File: src/rtl/xfer_guard_pkg.sv
package xfer_guard_pkg;

  typedef enum logic [1:0] {
    GS_IDLE = 2'd0,
    GS_ACT  = 2'd1,
    GS_SET  = 2'd2,
    GS_HOLD = 2'd3
  } guard_state_e;

  // Whole cycles needed to cover ns nanoseconds at hz, rounded up.
  function automatic longint ns_to_cycles(input longint hz, input longint ns);
    return (hz * ns + 64'd999_999_999) / 64'd1_000_000_000;
  endfunction

endpackage

File: src/rtl/xfer_window_timer.sv
module xfer_window_timer #(
  parameter int LIM_W = 24
) (
  input  logic             clk,
  input  logic             rst_n,
  input  logic             run,
  input  logic [LIM_W-1:0] limit,
  output logic             expire
);

  localparam logic [LIM_W-1:0] CNT_MAX = {LIM_W{1'b1}};

  logic [LIM_W-1:0] cnt;

  always_ff @(posedge clk or negedge rst_n) begin
    if (!rst_n)              cnt <= '0;
    else if (!run)           cnt <= '0;
    else if (cnt != CNT_MAX) cnt <= cnt + 1'b1;
  end

  assign expire = run && (limit != '0) && (cnt == limit - 1'b1);

  AST_WIN_COUNTS: assert property (@(posedge clk) disable iff (!rst_n)
    (run && $past(run) && $past(cnt) != CNT_MAX) |-> (cnt == $past(cnt) + 1'b1));

endmodule

File: src/rtl/preset_pulse_timer.sv
module preset_pulse_timer #(
  parameter int CYC = 750,
  parameter int W   = 10
) (
  input  logic clk,
  input  logic rst_n,
  input  logic run,
  output logic done
);

  logic [W-1:0] cnt;

  always_ff @(posedge clk or negedge rst_n) begin
    if (!rst_n)    cnt <= '0;
    else if (!run) cnt <= '0;
    else if (!done) cnt <= cnt + 1'b1;
  end

  assign done = run && (cnt == W'(CYC - 1));

  AST_HOLD_CNT_BOUND: assert property (@(posedge clk) disable iff (!rst_n)
    run |-> (cnt <= W'(CYC - 1)));

endmodule

File: src/rtl/xfer_guard_top.sv
module xfer_guard_top
  import xfer_guard_pkg::*;
#(
  parameter longint CLK_HZ   = 50_000_000,
  parameter longint PULSE_NS = 15_000,
  parameter int     LIM_W    = 24
) (
  input  logic             clk,
  input  logic             rst_n,
  input  logic             full_mode,
  input  logic             pflg_rdy,
  input  logic             pctl_set_req,
  input  logic             pctl_clr_req,
  input  logic             host_reset,
  input  logic [LIM_W-1:0] tmo_limit,
  input  logic             tmo_clr,
  output logic             pctl,
  output logic             preset_n,
  output logic             tmo_flag,
  output logic             seq_busy,
  output logic             if_ready
);

  localparam int PRE_RAW = int'(ns_to_cycles(CLK_HZ, PULSE_NS));
  localparam int PRE_CYC = (PRE_RAW < 2) ? 2 : PRE_RAW;
  localparam int PRE_W   = $clog2(PRE_CYC + 1);

  guard_state_e st, st_nxt;
  logic pctl_q, rdy, win_exp, hold_done;

  assign rdy = !pctl_q && (!full_mode || pflg_rdy);

  xfer_window_timer #(.LIM_W(LIM_W)) i_win (
    .clk    (clk),
    .rst_n  (rst_n),
    .run    (st == GS_ACT),
    .limit  (tmo_limit),
    .expire (win_exp)
  );

  preset_pulse_timer #(.CYC(PRE_CYC), .W(PRE_W)) i_pulse (
    .clk   (clk),
    .rst_n (rst_n),
    .run   (st == GS_HOLD),
    .done  (hold_done)
  );

  always_comb begin
    st_nxt = st;
    unique case (st)
      GS_IDLE: begin
        if (host_reset)        st_nxt = GS_SET;
        else if (pctl_set_req) st_nxt = GS_ACT;
      end
      GS_ACT: begin
        if (host_reset)   st_nxt = GS_SET;
        else if (rdy)     st_nxt = GS_IDLE;
        else if (win_exp) st_nxt = GS_SET;
      end
      GS_SET:  st_nxt = GS_HOLD;
      GS_HOLD: if (hold_done) st_nxt = GS_IDLE;
      default: st_nxt = GS_IDLE;
    endcase
  end

  always_ff @(posedge clk or negedge rst_n) begin
    if (!rst_n) st <= GS_HOLD;
    else        st <= st_nxt;
  end

  always_ff @(posedge clk or negedge rst_n) begin
    if (!rst_n)                                  pctl_q <= 1'b0;
    else if (st == GS_IDLE && st_nxt == GS_ACT)  pctl_q <= 1'b1;
    else if (st_nxt != GS_ACT)                   pctl_q <= 1'b0;
    else if (pctl_clr_req)                       pctl_q <= 1'b0;
  end

  always_ff @(posedge clk or negedge rst_n) begin
    if (!rst_n)                                              tmo_flag <= 1'b0;
    else if (st == GS_ACT && st_nxt == GS_SET && !host_reset) tmo_flag <= 1'b1;
    else if (tmo_clr)                                        tmo_flag <= 1'b0;
  end

  assign pctl     = pctl_q || (st == GS_SET);
  assign seq_busy = (st == GS_SET) || (st == GS_HOLD);
  assign preset_n = !seq_busy;
  assign if_ready = (st == GS_IDLE);

  AST_START_FROM_IDLE: assert property (@(posedge clk) disable iff (!rst_n)
    $rose(pctl_q) |-> ($past(st) == GS_IDLE));
  AST_EXPIRE_FLAG: assert property (@(posedge clk) disable iff (!rst_n)
    (st == GS_ACT && win_exp && !rdy && !host_reset) |=> (tmo_flag && st == GS_SET));
  AST_SET_ONE_CYCLE: assert property (@(posedge clk) disable iff (!rst_n)
    (st == GS_SET) |=> (st == GS_HOLD && !pctl));
  AST_HOLD_MIN: assert property (@(posedge clk) disable iff (!rst_n)
    (st == GS_HOLD && !hold_done) |=> (!preset_n));
  AST_READY_ENDS: assert property (@(posedge clk) disable iff (!rst_n)
    (st == GS_ACT && rdy && !host_reset) |=> (st == GS_IDLE));
  AST_ZERO_LIMIT: assert property (@(posedge clk) disable iff (!rst_n)
    (st == GS_ACT && tmo_limit == '0 && !rdy && !host_reset) |=> (st == GS_ACT));
  AST_FLAG_STICKY: assert property (@(posedge clk) disable iff (!rst_n)
    (tmo_flag && !tmo_clr) |=> tmo_flag);

endmodule

File: config.mk
export PLATFORM = sky130hd
export DESIGN_NAME = xfer_guard_top
export DESIGN_NICKNAME = d
export VERILOG_FILES = /design/src/rtl/xfer_guard_pkg.sv /design/src/rtl/xfer_window_timer.sv /design/src/rtl/preset_pulse_timer.sv /design/src/rtl/xfer_guard_top.sv
export SDC_FILE = /design/constraint.sdc
export NUM_CORES = 1
export LEC_CHECK = 0
export ABC_AREA = 1
export CORE_AREA = 2 2 78 80
export DETAILED_ROUTE_END_ITERATION = 7
export DIE_AREA = 0 0 80 82
export PLACE_DENSITY_LB_ADDON = 0.05
export SYNTH_ARGS = -nofsm -noshare
export SYNTH_HDL_FRONTEND = slang
export SYNTH_HIERARCHICAL = 1
export SYNTH_SLANG_ARGS = --single-unit
File: constraint.sdc
create_clock -name clk -period 2.9 [get_ports clk]
set_input_delay 0.725 -clock clk [delete_from_list [all_inputs] [get_ports clk]]
set_output_delay 0.725 -clock clk [all_outputs]
set_load 0.03 [all_outputs]
Yosys cells after proc, flatten, opt, wreduce, memory -nomap -nowiden
Index checks and enable logic that the tools add are counted.
- register bits: 38
- input port bits: 32
- output and inout bits: 5
- logic and storage cells: 53
- add/sub/neg operators: 3
- eq/ne operators: 11
- multiplexer cells: 16
- reduce and logical (&&, ||, !) cells: 18
- operators by type and width (operator ; number):
    $mux 24 ; 2
    $add 24x1->24 const B ; 1
    $eq 24x24->1 ; 1
    $ne 24x24->1 const B ; 1
    $reduce_bool 24->1 ; 1
    $sub 24x1->24 const B ; 1
    $mux 10 ; 2
    $mux 2 ; 6
    $add 10x1->10 const B ; 1
    $eq 10x10->1 const B ; 1
    $pmux 2 s4 ; 1
    $logic_and 1x1->1 ; 7
    $eq 2x2->1 const B ; 3
    $mux 1 ; 5
    $eq 2x1->1 const B ; 2
    $logic_not 1->1 ; 4
    $ne 2x2->1 const B ; 2
    $logic_or 1x1->1 ; 3
    $reduce_bool 3->1 ; 1
    $logic_not 2->1 ; 1
    $ne 2x1->1 const B ; 1
    $reduce_bool 2->1 ; 1

Depth between registers and ports, before layout
Gate-level depths: netlist (run 1).
- word-level depth: 11
- mapped depth: 21
- mapped depth without buffers: 21

Cells and area by module
Netlist (run 1), hierarchy kept.
- modules (own cells, without submodules) (module ; times used ; cells an instance ; area an instance (µm²) ; seq. area each (µm²)):
    xfer_window_timer ; 1 ; 417 ; 2551.2 ; 600.6
    preset_pulse_timer ; 1 ; 91 ; 625.6 ; 250.2
    xfer_guard_top ; 1 ; 35 ; 240.2 ; 102.6

Least setup slack after synthesis (run 1)
Ideal clock, no wire load.
- path kind: input -> register
- start point: input port tmo_limit[0]
- end point: register pctl_q
- setup time: 0.118 ns
- arrival: 2.253 ns
- data required time: 2.782 ns
- setup slack: 0.529 ns
- stages on the path: 19
- buffers on the path: 0
- path through: inv_1 -> ha_1 -> nand2_2 -> nor2_2 -> nand2_1 -> nor2_1 -> nand2_1 -> nand3_1 -> nand2_1 -> nor2_1 -> nand2_1 -> nor2_1 -> clkinv_1 -> nand2_2 -> nor2_1 -> nand2_1 -> nand2_1 -> nand2_2 -> nor2_2
- word-level cells in the longest chain between the ends: 10
- RTL lines (what ; line ; text):
    start, declared ; xfer_guard_top.sv:15 ; input logic [LIM_W-1:0] tmo_limit,
    $sub 24x1->24 / $reduce_bool 24->1 (equally long branches) ; xfer_window_timer.sv:21 ; assign expire = run && (limit != '0) && (cnt == limit - 1'b1);
    $eq 24x24->1 / $logic_and 1x1->1 (equally long branches) ; xfer_window_timer.sv:21 ;
    $logic_and 1x1->1 * ; xfer_window_timer.sv:21 ;
    via win_exp ; xfer_guard_top.sv:29 ; logic pctl_q, rdy, win_exp, hold_done;
    $mux 2 * ; xfer_guard_top.sv:58 ; else if (win_exp) st_nxt = GS_SET;
    $mux 2 * ; xfer_guard_top.sv:57 ; else if (rdy) st_nxt = GS_IDLE;
    $mux 2 * ; xfer_guard_top.sv:56 ; if (host_reset) st_nxt = GS_SET;
    $pmux 2 s4 * ; xfer_guard_top.sv:50 ; unique case (st)
    $ne 2x1->1 / $eq 2x1->1 (equally long branches) ; xfer_guard_top.sv:74, xfer_guard_top.sv:73 ;
    $mux 1 / $logic_and 1x1->1 (equally long branches) ; xfer_guard_top.sv:74, xfer_guard_top.sv:73 ;
    $mux 1 / $reduce_bool 3->1 (equally long branches) ; -- ;
    end signal, assigned ; xfer_guard_top.sv:73 ; else if (st == GS_IDLE && st_nxt == GS_ACT) pctl_q <= 1'b1;
    end signal, assigned ; xfer_guard_top.sv:74 ; else if (st_nxt != GS_ACT) pctl_q <= 1'b0;
    end signal, assigned ; xfer_guard_top.sv:75 ; else if (pctl_clr_req) pctl_q <= 1'b0;
    end, declared ; xfer_guard_top.sv:29 ;
Mark *: on every way through the listed nets, which the timed path passes. The rest lies on a longest branch.
A chain may end at the register's enable or synchronous reset.

Final worst setup path (run 1)
Same ends and word-level chain as after synthesis.

==> results of run 1 <==
## sequential cells by signal, indices dropped and copies added (netlist names)
name and cells:
st 2, pctl_q 1, tmo_flag 1, i_pulse/cnt 10, i_win/cnt 24
## power by group
| group | total, mW | leakage, nW | internal, mW | switching [mW] |
|---|---|---|---|---|
| logic | 0.176 | 1.44 | 0.0871 | 0.0885 |
| registers | 0.529 | 0.510 | 0.529 | 0.0000000000000000134 |
| clock network | 0.390 | 0.0472 | 0.191 | 0.199 |
## logic make-up (layout without fill, tap and decap cells)
family / after synthesis / count (layout) / synth area share, %
compound gates: 51 / 51 / 8.166
xor+xnor: 16 / 16 / 4.101
fa+ha+maj: 5 / 5 / 1.831
buf+inv: 86 / 152 / 9.667
flops: 38 / 38 / 27.90
simple gates: 347 / 347 / 48.33
## cells in the final DEF (no fill, tap or decap), types with 2 or more instances in the layout
cell type	n
sky130_fd_sc_hd__nor4_1	4
sky130_fd_sc_hd__dfrtp_1	36
sky130_fd_sc_hd__clkdlybuf4s50_1	34
sky130_fd_sc_hd__o21ai_1	8
sky130_fd_sc_hd__nand2_2	16
sky130_fd_sc_hd__nand4_1	14
sky130_fd_sc_hd__ha_1	4
sky130_fd_sc_hd__nor3b_1	3
sky130_fd_sc_hd__clkbuf_8	6
sky130_fd_sc_hd__o21bai_1	2
sky130_fd_sc_hd__nand2_1	154
sky130_fd_sc_hd__nor2_4	4
sky130_fd_sc_hd__a31oi_1	4
sky130_fd_sc_hd__nor2_1	72
sky130_fd_sc_hd__inv_2	11
sky130_fd_sc_hd__buf_4	28
sky130_fd_sc_hd__inv_1	69
sky130_fd_sc_hd__nand3_2	4
sky130_fd_sc_hd__xnor2_1	5
sky130_fd_sc_hd__o21ai_0	16
sky130_fd_sc_hd__nand3b_1	6
sky130_fd_sc_hd__nor3_1	5
sky130_fd_sc_hd__nor2_2	20
sky130_fd_sc_hd__o31ai_1	2
sky130_fd_sc_hd__dfstp_2	2
sky130_fd_sc_hd__nor3_2	2
sky130_fd_sc_hd__xor2_1	11
sky130_fd_sc_hd__nand3_1	36
sky130_fd_sc_hd__or2_2	2
sky130_fd_sc_hd__a21oi_1	16
sky130_fd_sc_hd__nor3_4	3
## critical path: stages
cell	delay [ns]
sky130_fd_sc_hd__clkdlybuf4s50_1	0.49
sky130_fd_sc_hd__inv_2	0.06
sky130_fd_sc_hd__ha_4	0.27
sky130_fd_sc_hd__inv_1	0.04
sky130_fd_sc_hd__nand2_1	0.05
sky130_fd_sc_hd__nand3_1	0.08
sky130_fd_sc_hd__nor2_2	0.13
sky130_fd_sc_hd__nand2_1	0.05
sky130_fd_sc_hd__inv_1	0.05
sky130_fd_sc_hd__nand3_1	0.10
sky130_fd_sc_hd__nor2_1	0.11
sky130_fd_sc_hd__nand2_1	0.05
sky130_fd_sc_hd__nor2_1	0.07
sky130_fd_sc_hd__nand3_1	0.08
sky130_fd_sc_hd__nor2_2	0.16
sky130_fd_sc_hd__inv_2	0.05
sky130_fd_sc_hd__nand2_2	0.08
sky130_fd_sc_hd__nor2_1	0.04
sky130_fd_sc_hd__nand2_1	0.05
sky130_fd_sc_hd__nand2_1	0.05
sky130_fd_sc_hd__nand2_2	0.06
sky130_fd_sc_hd__nor2_2	0.03
## path summary, 6_finish.rpt
kind	endpoint	slack [ns]	from
setup / recovery	pctl_q$_DFFE_PN0P_	0.20	tmo_limit[0]
hold / removal	tmo_flag$_DFFE_PN0P_	0.54	rst_n
setup reg to reg	pctl_q$_DFFE_PN0P_	0.80	st[0]$_DFF_PN1_
hold reg to reg	tmo_flag$_DFFE_PN0P_	0.54	tmo_flag$_DFFE_PN0P_
max in group asynchronous	i_win/cnt[10]$_DFFE_PN0P_	1.83	rst_n
min in group clk	tmo_flag$_DFFE_PN0P_	0.54	tmo_flag$_DFFE_PN0P_
## cell type report
cell class                      count  area (sq um)  share of cell area (%)
Sequential cell                    38         953.4                   22.91
Multi-Input combinational cell    419          2151                   51.68
Inverter                           80         300.3                   7.216
Clock inverter                      2         12.51                  0.3007
Clock buffer                        6         82.58                   1.984
Timing Repair Buffer               64         568.0                   13.65
Tap cell                           75         93.84                   2.255
## per-stage QoR
step | instances | setup TNS (ns) | worst slack [ns]
4_1_cts | 684 | 0 | 0.09863
2_1_floorplan | 543 | 0 | 0.5287
5_1_grt | 684 | 0 | 0.004067
3_5_place_dp | 676 | -0.6501 | -0.2117
6_report | 684 | 0 | 0.2026
3_3_place_gp | 676 | -0.5405 | -0.1810
## per-layer routing
layer / vias to the layer above / track usage, % / part of all wire (%)
li1: 1849 / - / -
met1: 1612 / 35.20 / 44
met2: 90 / 50.83 / 49
met3: 22 / 2.967 / 4.1
met4: 0 / 10.00 / 2.8
met5: - / 0 / 0
## cells in the mapped netlist, types with 5 or more instances
master | instances | area (sq um)
sky130_fd_sc_hd__nor2_1 | 74 | 277.8
sky130_fd_sc_hd__inv_2 | 8 | 30.03
sky130_fd_sc_hd__a21oi_1 | 16 | 80.08
sky130_fd_sc_hd__nor3_1 | 5 | 25.02
sky130_fd_sc_hd__xor2_1 | 11 | 96.34
sky130_fd_sc_hd__nand3_1 | 36 | 180.2
sky130_fd_sc_hd__nand2_1 | 154 | 578.1
sky130_fd_sc_hd__inv_1 | 71 | 266.5
sky130_fd_sc_hd__xnor2_1 | 5 | 43.79
sky130_fd_sc_hd__dfrtp_1 | 36 | 900.9
sky130_fd_sc_hd__nand3b_1 | 6 | 45.04
sky130_fd_sc_hd__nor2_2 | 18 | 112.6
sky130_fd_sc_hd__o21ai_1 | 8 | 40.04
sky130_fd_sc_hd__nand4_1 | 14 | 87.58
sky130_fd_sc_hd__nand2_2 | 16 | 100.1
sky130_fd_sc_hd__o21ai_0 | 16 | 80.08
sky130_fd_sc_hd__ha_1 | 5 | 62.56
==> impl_summary.txt, run 1 <==
----------------------------------------------------
[Floorplanning]
  Horizontal die dimension ... approximately 80 um
  Number of rows created at floorplan ... 28
  Initial cell density of the core ... between 50% and 60%
  Die area ... 6560 sq um
  Number of top-level pins ... 37
  Die height ... 82 um
  Total core area ... ~5700 sq um

[Synthesis]
  Post-Synthesis Net Count ... between 500 and 600
  Share of async-settable or async-resettable flops after synthesis ... 100.0%
  Synthesis-stage register bit count ... 38
  Distinct cells, synth ... 38
  Gate count after technology mapping ... approximately 540
  Sequential-to-total area share from yosys stat ... between 20% and 30%
  Count of warnings emitted by yosys ... 6
  EDFF count, synth ... 0
  Flip-flop cell with the highest count after synthesis ... sky130_fd_sc_hd__dfrtp_1
  Syn Std Cell Area ... 3417 sq um
  Avg Cell Area, Syn ... 6.293 sq um

[CTS]
  CTS clock-pin slew for the worst setup and hold paths ... around 0.080 ns
  Post-CTS Repair Setup Buffers ... 0
  Latest clock arrival within the worst-skew pair ... between 0.2 and 0.3 ns
  Buffer levels on the longest clock path ... 2
  # hold bufs at CTS ... 0
  TritonCTS clock tree ... yes
  Post-cts sizing count ... 0
  H-tree depth ... 2
  Total clock sinks ... 38
  Clock buffers created by TritonCTS ... 5
  Root Driver ... sky130_fd_sc_hd__clkbuf_8

[Worst hold path]
  Type of the most critical hold path ... input pin to asynchronous set/reset pin

[Timing]
  Final period util ... between 90 and 100%
  # setup viols final ... 0
  FMAX ... roughly 0.37 GHz
  Remaining max-slew budget at the tightest pin ... a little over two fifths
  Hold Fails Final Rpt ... 0
  Min Hold Slack ... approximately 0.54 ns
  Max Clock Skew ... just over 0.005 ns
  Final critical-path required period ... ~2.7 ns
  Final-report max-slew violation count ... 0
  Worst-Margin Slew ... 0.8529 ns
  Unrepaired setup endpoints after global routing ... no

[Global routing]
  All-layer global routing usage ... between 20 and 30%
  GR Overflow Total ... 0
  Vias in the first global route ... 3,319
  Initial antenna violation count ... 0
  Global-route wire length before repair ... between 10 and 15 mm
  Pin count of the biggest net entering global routing ... 39

[Worst setup path]
  Startpoint kind of the worst setup timing path ... input pin
  CP Max Fanout ... 3
  Worst endpoint required time ... about 3.1 ns
  Start-to-end type of the worst setup path ... input pin to flip-flop
  Number of cells on the worst reg-to-reg path ... 19
  Critical path data arrival time ... 2.88 ns
  CP endpoint kind ... flip-flop

[Placement]
  Instance area after placement ... slightly above 4000 sq um
  IO buf count ... 36
  Final estimated routing congestion in global placement ... between 0.9 and 1
  Sum of net half-perimeters after detailed placement ... about 7.0 mm

[Power]
  Overall Power ... about 1.1 mW
  Maximum VDD drop ... slightly above 0.0003 V
  Power per unit of standard cell area ... ~260 nW/um^2
  Leakage dissipation ... ~2.0 nW

[Route]
  Detail-routed net length per standard cell ... ~13 um
  Detailed-route DRC error count ... 0
  Number of DRC markers in iteration 0 ... 122
  Antenna-violating nets left ... 0
  First drt pass iteration count ... 4
  Detailed-route via count ... ~3,600
  Final wirelength ... between 8 and 9 mm
  DR vias/cell ... around 5.2

[Layout]
  Final design utilization ... between 70% and 80%
  Proportion of layout cells with a drive suffix above 1 ... approximately 17%
  Count of inserted antenna diode cells ... 0
  Number of nets in the layout ... between 600 and 700
  Post-route cell area ... 4161 sq um
  # fillers ... 500
  Area delta synth->final ... 21.79%

[Run]
  Count of max-cap constraint violations ... 0

[Outcome]
  Run status ... finished clean

----------------------------------------------------
(Power assumes the default switching activity.)
==> run 2, diff against run 1 <==
CORE_AREA = 2 2 79 81   (was 2 2 78 80)
CTS_BUF_LIST = sky130_fd_sc_hd__clkbuf_8   (was unset)
DIE_AREA = 0 0 81 83   (was 0 0 80 82)
==> run 2 against run 1 <==
Compared with the run above:
- via count up 2.6%
- critical endpoint unchanged
- combinational power about the same
- first-iteration DRC count up 72%
- non-clock buffer count up 2
- routed wire length up 2.3%
- sequential share of layout area down 0.25 points
- die area up 2.5%
- cell count up 0.29%
- global-route usage up 0.46 points
- clock skew up 0.0017 ns
==> impl_summary.txt, run 2 (synthesis gave the netlist of run 1 again) <==
----------------------------------------------------
[Power]
  Power per unit of standard cell area ... around 270 nW/um^2
  Internal power summed over all cells ... ~0.86 mW
  Proportion of power drawn by flip-flops and latches ... 46.5%
  Clk pwr share ... a little under two fifths
  NetSw ... 0.2797 mW
  Sw Ratio ... between 20 and 25%
  Leakage dissipation ... around 2.0 nW
  Maximum VDD drop ... 0.0003314 V
  Combinational Power Share ... between 15 and 20%

[Layout]
  Number of nets in the layout ... around 650
  Area delta synth->final ... 23.10%
  Most common cell after layout, fill and taps aside ... sky130_fd_sc_hd__nand2_1
  Registers with the most flip-flops ... i_win/cnt: 24 flops, i_pulse/cnt: 10 flops, st: 2 flops
  Proportion of layout cells with a drive suffix above 1 ... between 15 and 20%
  Commonest cells after routing, fill and taps aside ... 153 x sky130_fd_sc_hd__nand2_1, 73 x sky130_fd_sc_hd__nor2_1, 69 x sky130_fd_sc_hd__inv_1, 36 x sky130_fd_sc_hd__nand3_1, 36 x sky130_fd_sc_hd__dfrtp_1
  Final design utilization ... 72.33%
  Count of inserted antenna diode cells ... 0
  Largest register FFs ... 24
  Register ranked first by flip-flop count ... i_win/cnt
  Number of cells in the finished layout apart from fillers ... approximately 700

[CTS]
  Total clock sinks ... 38
  TritonCTS clock tree ... yes
  Clock buffers created by TritonCTS ... 5
  # hold bufs at CTS ... 0
  H-tree depth ... 2
  Root Driver ... sky130_fd_sc_hd__clkbuf_8
  Buffer levels on the longest clock path ... 2
  CTS clock-pin slew for the worst setup and hold paths ... 0.07 ns
  Latest clock arrival within the worst-skew pair ... ~0.30 ns

[Worst setup path]
  CP Max Fanout ... 6
  Critical path data arrival time ... around 2.9 ns
  Startpoint kind of the worst setup timing path ... input pin
  Worst setup path start ... tmo_limit[0]
  Launch instance of the worst register-to-register path ... st[0]$_DFF_PN1_
  Worst endpoint required time ... 3.08 ns
  Start-to-end type of the worst setup path ... input pin to flip-flop
  CP endpoint kind ... flip-flop

[Route]
  Detailed-route via count ... ~3,700
  Antenna-violating nets left ... 0
  Final wirelength ... 8.989 mm
  Number of DRC markers in iteration 0 ... 210
  Detailed-route DRC error count ... 0
  DR vias/cell ... roughly 5.3
  Detail-routed net length per standard cell ... ~13 um
  First drt pass iteration count ... 5

[Timing]
  Hold Fails Final Rpt ... 0
  Unrepaired setup endpoints after global routing ... no
  Remaining max-slew budget at the tightest pin ... roughly two fifths
  Min Hold Slack ... 0.5181 ns
  Final-report max-slew violation count ... 0
  # setup viols final ... 0
  Final period util ... just over 90%
  Worst-Margin Slew ... 0.8726 ns
  Final critical-path required period ... ~2.7 ns
  Max Clock Skew ... 0.006825 ns
  Post-route worst setup slack ... between 0.2 and 0.25 ns
  FMAX ... 0.3742 GHz

[Run]
  Count of max-cap constraint violations ... 0

[Floorplanning]
  Total core area ... about 5800 sq um
  Die height ... just over 80 um
  Initial cell density of the core ... 58.76%
  Die area ... 6723 sq um
  Number of top-level pins ... 37
  Horizontal die dimension ... roughly 81 um
  Number of rows created at floorplan ... 28

[Worst hold path]
  Type of the most critical hold path ... flip-flop to flip-flop
  Worst Min Path Start ... tmo_flag$_DFFE_PN0P_

[Placement]
  Sum of net half-perimeters after detailed placement ... roughly 7.2 mm
  Pre-CTS setup slack ... -0.2346 ns
  Final estimated routing congestion in global placement ... 0.9099
  IO buf count ... 36
  Inst Count DP ... 678

[Global routing]
  Vias in the first global route ... between 3,000 and 4,000
  Global-route wire length before repair ... about 15 mm
  All-layer global routing usage ... between 20% and 30%
  Pin count of the biggest net entering global routing ... 39
  Initial antenna violation count ... 0
  GR Overflow Total ... 0

[Outcome]
  Run status ... finished clean

----------------------------------------------------
==> run 2: what timing repair did <==
| action | 4_1_cts | 5_1_grt |
|---|---|---|
| resized for setup | 0 | 11 |
| setup buffers | 0 | 0 |
| endpoints found under the setup margin | 0 | 4 |
==> run 2: metal layers <==
metal,track usage (%),share of wire (%)
met4,11.71,3.0
met3,3.261,4.5
met5,0,0
met2,49.44,50
met1,35.89,43
==> run 2: final timing paths <==
| kind | cells past startpoint | slack [ns] | end |
|---|---|---|---|
| worst min-delay path | 2 | 0.52 | tmo_flag$_DFFE_PN0P_ |
| worst min register to register | 2 | 0.52 | tmo_flag$_DFFE_PN0P_ |
| worst max-delay path | 19 | 0.23 | pctl_q$_DFFE_PN0P_ |
| min in group asynchronous | 1 | 0.54 | i_win/cnt[1]$_DFFE_PN0P_ |
| worst max register to register | 19 | 0.82 | pctl_q$_DFFE_PN0P_ |
| max in group asynchronous | 1 | 1.81 | i_win/cnt[16]$_DFFE_PN0P_ |
==> run 2: final cells by class <==
type	instances	area (sq um)
inverters	80	300.3
fillers	501	1609
well taps	75	93.84
multi-input cells	419	2166
repair buffers	66	583.1
flip-flops and latches	38	953.4
clock buffers	8	110.1
==> run 2: power groups by stage <==
stage	combinational, mW	clock, mW	sequential [mW]
2_1_floorplan	0.0671	0	0.540
3_3_place_gp	0.171	0	0.540
3_5_place_dp	0.174	0	0.540
4_1_cts	0.176	0.441	0.530
5_1_grt	0.200	0.461	0.529
6_report	0.179	0.430	0.530
==> run 2: worst max-delay path, cell delays in order <==
cell and delay, ns:
sky130_fd_sc_hd__clkdlybuf4s50_1 0.43, sky130_fd_sc_hd__inv_2 0.10, sky130_fd_sc_hd__buf_4 0.13, sky130_fd_sc_hd__nand2_2 0.07, sky130_fd_sc_hd__nor2_4 0.21, sky130_fd_sc_hd__nand2_2 0.10, sky130_fd_sc_hd__nor2_2 0.10, sky130_fd_sc_hd__xor2_1 0.16
sky130_fd_sc_hd__inv_1 0.06, sky130_fd_sc_hd__nor2_1 0.13, sky130_fd_sc_hd__nand3_1 0.10, sky130_fd_sc_hd__nor2_2 0.16, sky130_fd_sc_hd__inv_2 0.05, sky130_fd_sc_hd__nand2_2 0.07, sky130_fd_sc_hd__nor2_1 0.04, sky130_fd_sc_hd__nand2_1 0.05
sky130_fd_sc_hd__nand2_1 0.06, sky130_fd_sc_hd__nand2_2 0.07, sky130_fd_sc_hd__nor2_2 0.03
==> run 2: stage by stage <==
stage	TNS [ns]	power [mW]	cell area, sq um
2_1_floorplan	0	0.6072	3417
3_3_place_gp	-0.5112	0.7112	4061
3_5_place_dp	-0.7354	0.7144	4061
4_1_cts	0	1.147	4172
5_1_grt	0	1.190	4207
6_report	0	1.139	4207
==> run 3, diff against run 2 <==
ABC_CLOCK_PERIOD_IN_PS = 2900   (was unset)
GPL_ROUTABILITY_DRIVEN = 0   (was unset)
==> run 3 against run 2 <==
Compared with the run above:
- combinational power hardly changed
- cell count is 0.29% higher
- critical path depth stayed put
- sequential share of layout area is 0.24 points lower
- clock power is 33% higher
- non-clock buffer count is 2 higher
- final area is 1.1% higher
- power is 13% higher
- core utilization is 0.77 points higher
- worst hold slack worse by 0.0066 ns
- largest cell class unchanged
==> impl_summary.txt, run 3 (synthesis gave the netlist of run 1 again) <==
----------------------------------------------------
[Placement]
  Sum of net half-perimeters after detailed placement ... about 7.0 mm
  IO buf count ... 36
  Inst Count DP ... 680
  Pre-CTS setup slack ... -0.2235 ns

[Layout]
  Commonest cells after routing, fill and taps aside ... 154 x sky130_fd_sc_hd__nand2_1, 70 x sky130_fd_sc_hd__nor2_1, 69 x sky130_fd_sc_hd__inv_1, 36 x sky130_fd_sc_hd__nand3_1, 36 x sky130_fd_sc_hd__dfrtp_1
  Most common cell after layout, fill and taps aside ... sky130_fd_sc_hd__nand2_1
  Proportion of layout cells with a drive suffix above 1 ... 18.11%
  Registers with the most flip-flops ... i_win/cnt: 24 flops, i_pulse/cnt: 10 flops, st: 2 flops
  Final design utilization ... around three quarters
  Number of cells in the finished layout apart from fillers ... between 600 and 700
  Largest register FFs ... 24
  Register ranked first by flip-flop count ... i_win/cnt
  Area delta synth->final ... 24.42%
  Count of inserted antenna diode cells ... 0
  Number of nets in the layout ... between 600 and 700

[Power]
  Leakage dissipation ... 2.048 nW
  Maximum VDD drop ... approximately 0.00035 V
  Power per unit of standard cell area ... 301.5 nW/um^2
  Overall Power ... about 1.3 mW

[Floorplanning]
  Die height ... ~83 um
  Horizontal die dimension ... around 81 um
  Number of top-level pins ... 37
  Total core area ... 5816 sq um
  Initial cell density of the core ... 58.76%
  Die area ... roughly 6700 sq um
  Number of rows created at floorplan ... 28

[Worst setup path]
  Worst path slowest cell ... sky130_fd_sc_hd__clkdlybuf4s50_1
  Number of cells on the worst reg-to-reg path ... 19
  List of cells traversed by the critical path ... clkdlybuf4s50_1 -> nor2_2 -> nand2_2 -> nor2_4 -> nand2_4 -> nor2_8 -> nand2_1 -> nand2_1 -> nand2_1 -> nor2_1 -> nand3_1 -> nor2_2 -> inv_2 -> nand2_2 -> nor2_1 -> nand2_1 -> nand2_1 -> nand2_2 -> nor2_2
  Start-to-end type of the worst setup path ... input pin to flip-flop
  Worst setup path start ... tmo_limit[2]
  CP endpoint kind ... flip-flop
  Largest stage delay on the critical path ... roughly 0.47 ns
  Number of buffers and inverters on the critical path ... 2
  Launch instance of the worst register-to-register path ... st[0]$_DFF_PN1_
  Worst endpoint required time ... 3.10 ns
  Critical path endpoint ... pctl_q$_DFFE_PN0P_
  Setup slack on the worst flop-to-flop path ... around 0.76 ns
  CP Max Fanout ... 6
  Worst reg2reg path endpoint ... pctl_q$_DFFE_PN0P_
  Critical path data arrival time ... roughly 2.9 ns
  Most Frequent Cell on Critical Path ... sky130_fd_sc_hd__nand2_1
  Cell class contributing the biggest share of worst-path delay ... simple AND/OR/NAND/NOR gates
  Number of stages on the worst setup path ... 19
  Startpoint kind of the worst setup timing path ... input pin

[Timing]
  Final critical-path required period ... around 2.7 ns
  # setup viols final ... 0
  Final-report max-slew violation count ... 0
  Final period util ... between 90% and 100%
  Unrepaired setup endpoints after global routing ... no
  Hold Fails Final Rpt ... 0
  Post-route worst setup slack ... roughly 0.24 ns
  Max Clock Skew ... roughly 0.0078 ns
  FMAX ... roughly 0.38 GHz
  Remaining max-slew budget at the tightest pin ... between 40% and 50%
  Worst-Margin Slew ... about 0.84 ns

[Run]
  Count of max-cap constraint violations ... 0

[Route]
  Uppermost routed layer ... met4
  Number of DRC markers in iteration 0 ... about 150
  Final wirelength ... ~9 mm
  Antenna-violating nets left ... 0
  Met2 wire length ... around 4.5 mm
  Detailed-route DRC error count ... 0
  Detailed-route via count ... ~3,600
  First drt pass iteration count ... 4
  Met3 layer wire length in the routed design ... roughly 230 um
  Detail-routed net length per standard cell ... 13.05 um
  Wl on met1 ... just over 4 mm
  DR vias/cell ... ~5.3

[CTS]
  Total clock sinks ... 38
  Latest clock arrival within the worst-skew pair ... 0.30 ns
  Clock buffers created by TritonCTS ... 5
  TritonCTS clock tree ... yes
  Root Driver ... sky130_fd_sc_hd__clkbuf_8
  CTS clock-pin slew for the worst setup and hold paths ... 0.08 ns
  Buffer levels on the longest clock path ... 2
  # hold bufs at CTS ... 0
  H-tree depth ... 2

[Global routing]
  Vias in the first global route ... approximately 3,500
  Pin count of the biggest net entering global routing ... 39
  Initial antenna violation count ... 0
  GR Overflow Total ... 0
  All-layer global routing usage ... roughly 28%
  Global-route wire length before repair ... ~15 mm

[Worst hold path]
  Instance count along the most critical hold path ... 2
  Type of the most critical hold path ... flip-flop to flip-flop

[Outcome]
  Run status ... finished clean

----------------------------------------------------
-- run 3: changes by cell type in the layout (fill, tap and decap cells not counted) --
cell and delta:
sky130_fd_sc_hd__nor2_2 +4, sky130_fd_sc_hd__clkdlybuf4s50_1 -1, sky130_fd_sc_hd__bufinv_16 +2, sky130_fd_sc_hd__nand2_1 +1, sky130_fd_sc_hd__nor2_4 -1, sky130_fd_sc_hd__nor2_1 -3
sky130_fd_sc_hd__nand2_4 -1, sky130_fd_sc_hd__dlymetal6s2s_1 +1, sky130_fd_sc_hd__clkbuf_8 -2, sky130_fd_sc_hd__buf_4 +2
-- run 3: what timing repair did --
action                     in CTS  in global routing
setup endpoints to repair       0                  4
gates resized for setup         0                 11
setup buffers                   0                  0
-- run 3: area by class of cell --
type	instances	area (sq um)
Multi-Input combinational cell	419	2161
Clock inverter	2	60.06
Fill cell	512	1564
Inverter	80	300.3
Timing Repair Buffer	68	600.6
Clock buffer	6	82.58
Sequential cell	38	953.4
Tap cell	75	93.84
-- run 3: layer usage --
layer | up-vias | global-route usage [%]
met4 | 0 | 8.012
met5 | - | 0
met2 | 76 | 49.14
met3 | 15 | 2.935
met1 | 1685 | 36.93
li1 | 1848 | -
-- run 3: worst min path at each step --
stage / start / end / slack [ns]
after global placement: tmo_flag$_DFFE_PN0P_ / tmo_flag$_DFFE_PN0P_ / 0.50
after CTS: tmo_flag$_DFFE_PN0P_ / tmo_flag$_DFFE_PN0P_ / 0.52
after global routing: i_win/cnt[6]$_DFFE_PN0P_ / i_win/cnt[6]$_DFFE_PN0P_ / 0.57
final: tmo_flag$_DFFE_PN0P_ / tmo_flag$_DFFE_PN0P_ / 0.51
after detailed placement: tmo_flag$_DFFE_PN0P_ / tmo_flag$_DFFE_PN0P_ / 0.50
after floorplan: rst_n / i_pulse/cnt[0]$_DFFE_PN0P_ / 0.43
-- run 3: worst min-delay path, delay by kind of cell (launching register included) --
family	cells	cell delay, ns
DFF	1	0.38
buffers and inverters	1	0.05
AOI/OAI and AO/OA	1	0.05
-- run 3: where the power goes --
part	switching [mW]	internal, mW	total (mW)
Combinational	0.0908	0.0901	0.181
Sequential	0.0000000000000000127	0.529	0.529
Clock	0.204	0.367	0.571
-- run 3: through the flow --
step | cell area (sq um) | TNS, ns | hold WS [ns]
after floorplan | 3417 | 0 | 0.4294
after global placement | 4076 | -0.5391 | 0.5019
after detailed placement | 4076 | -0.6995 | 0.5048
after CTS | 4219 | 0 | 0.5158
after global routing | 4252 | 0 | 0.5728
final | 4252 | 0 | 0.5115
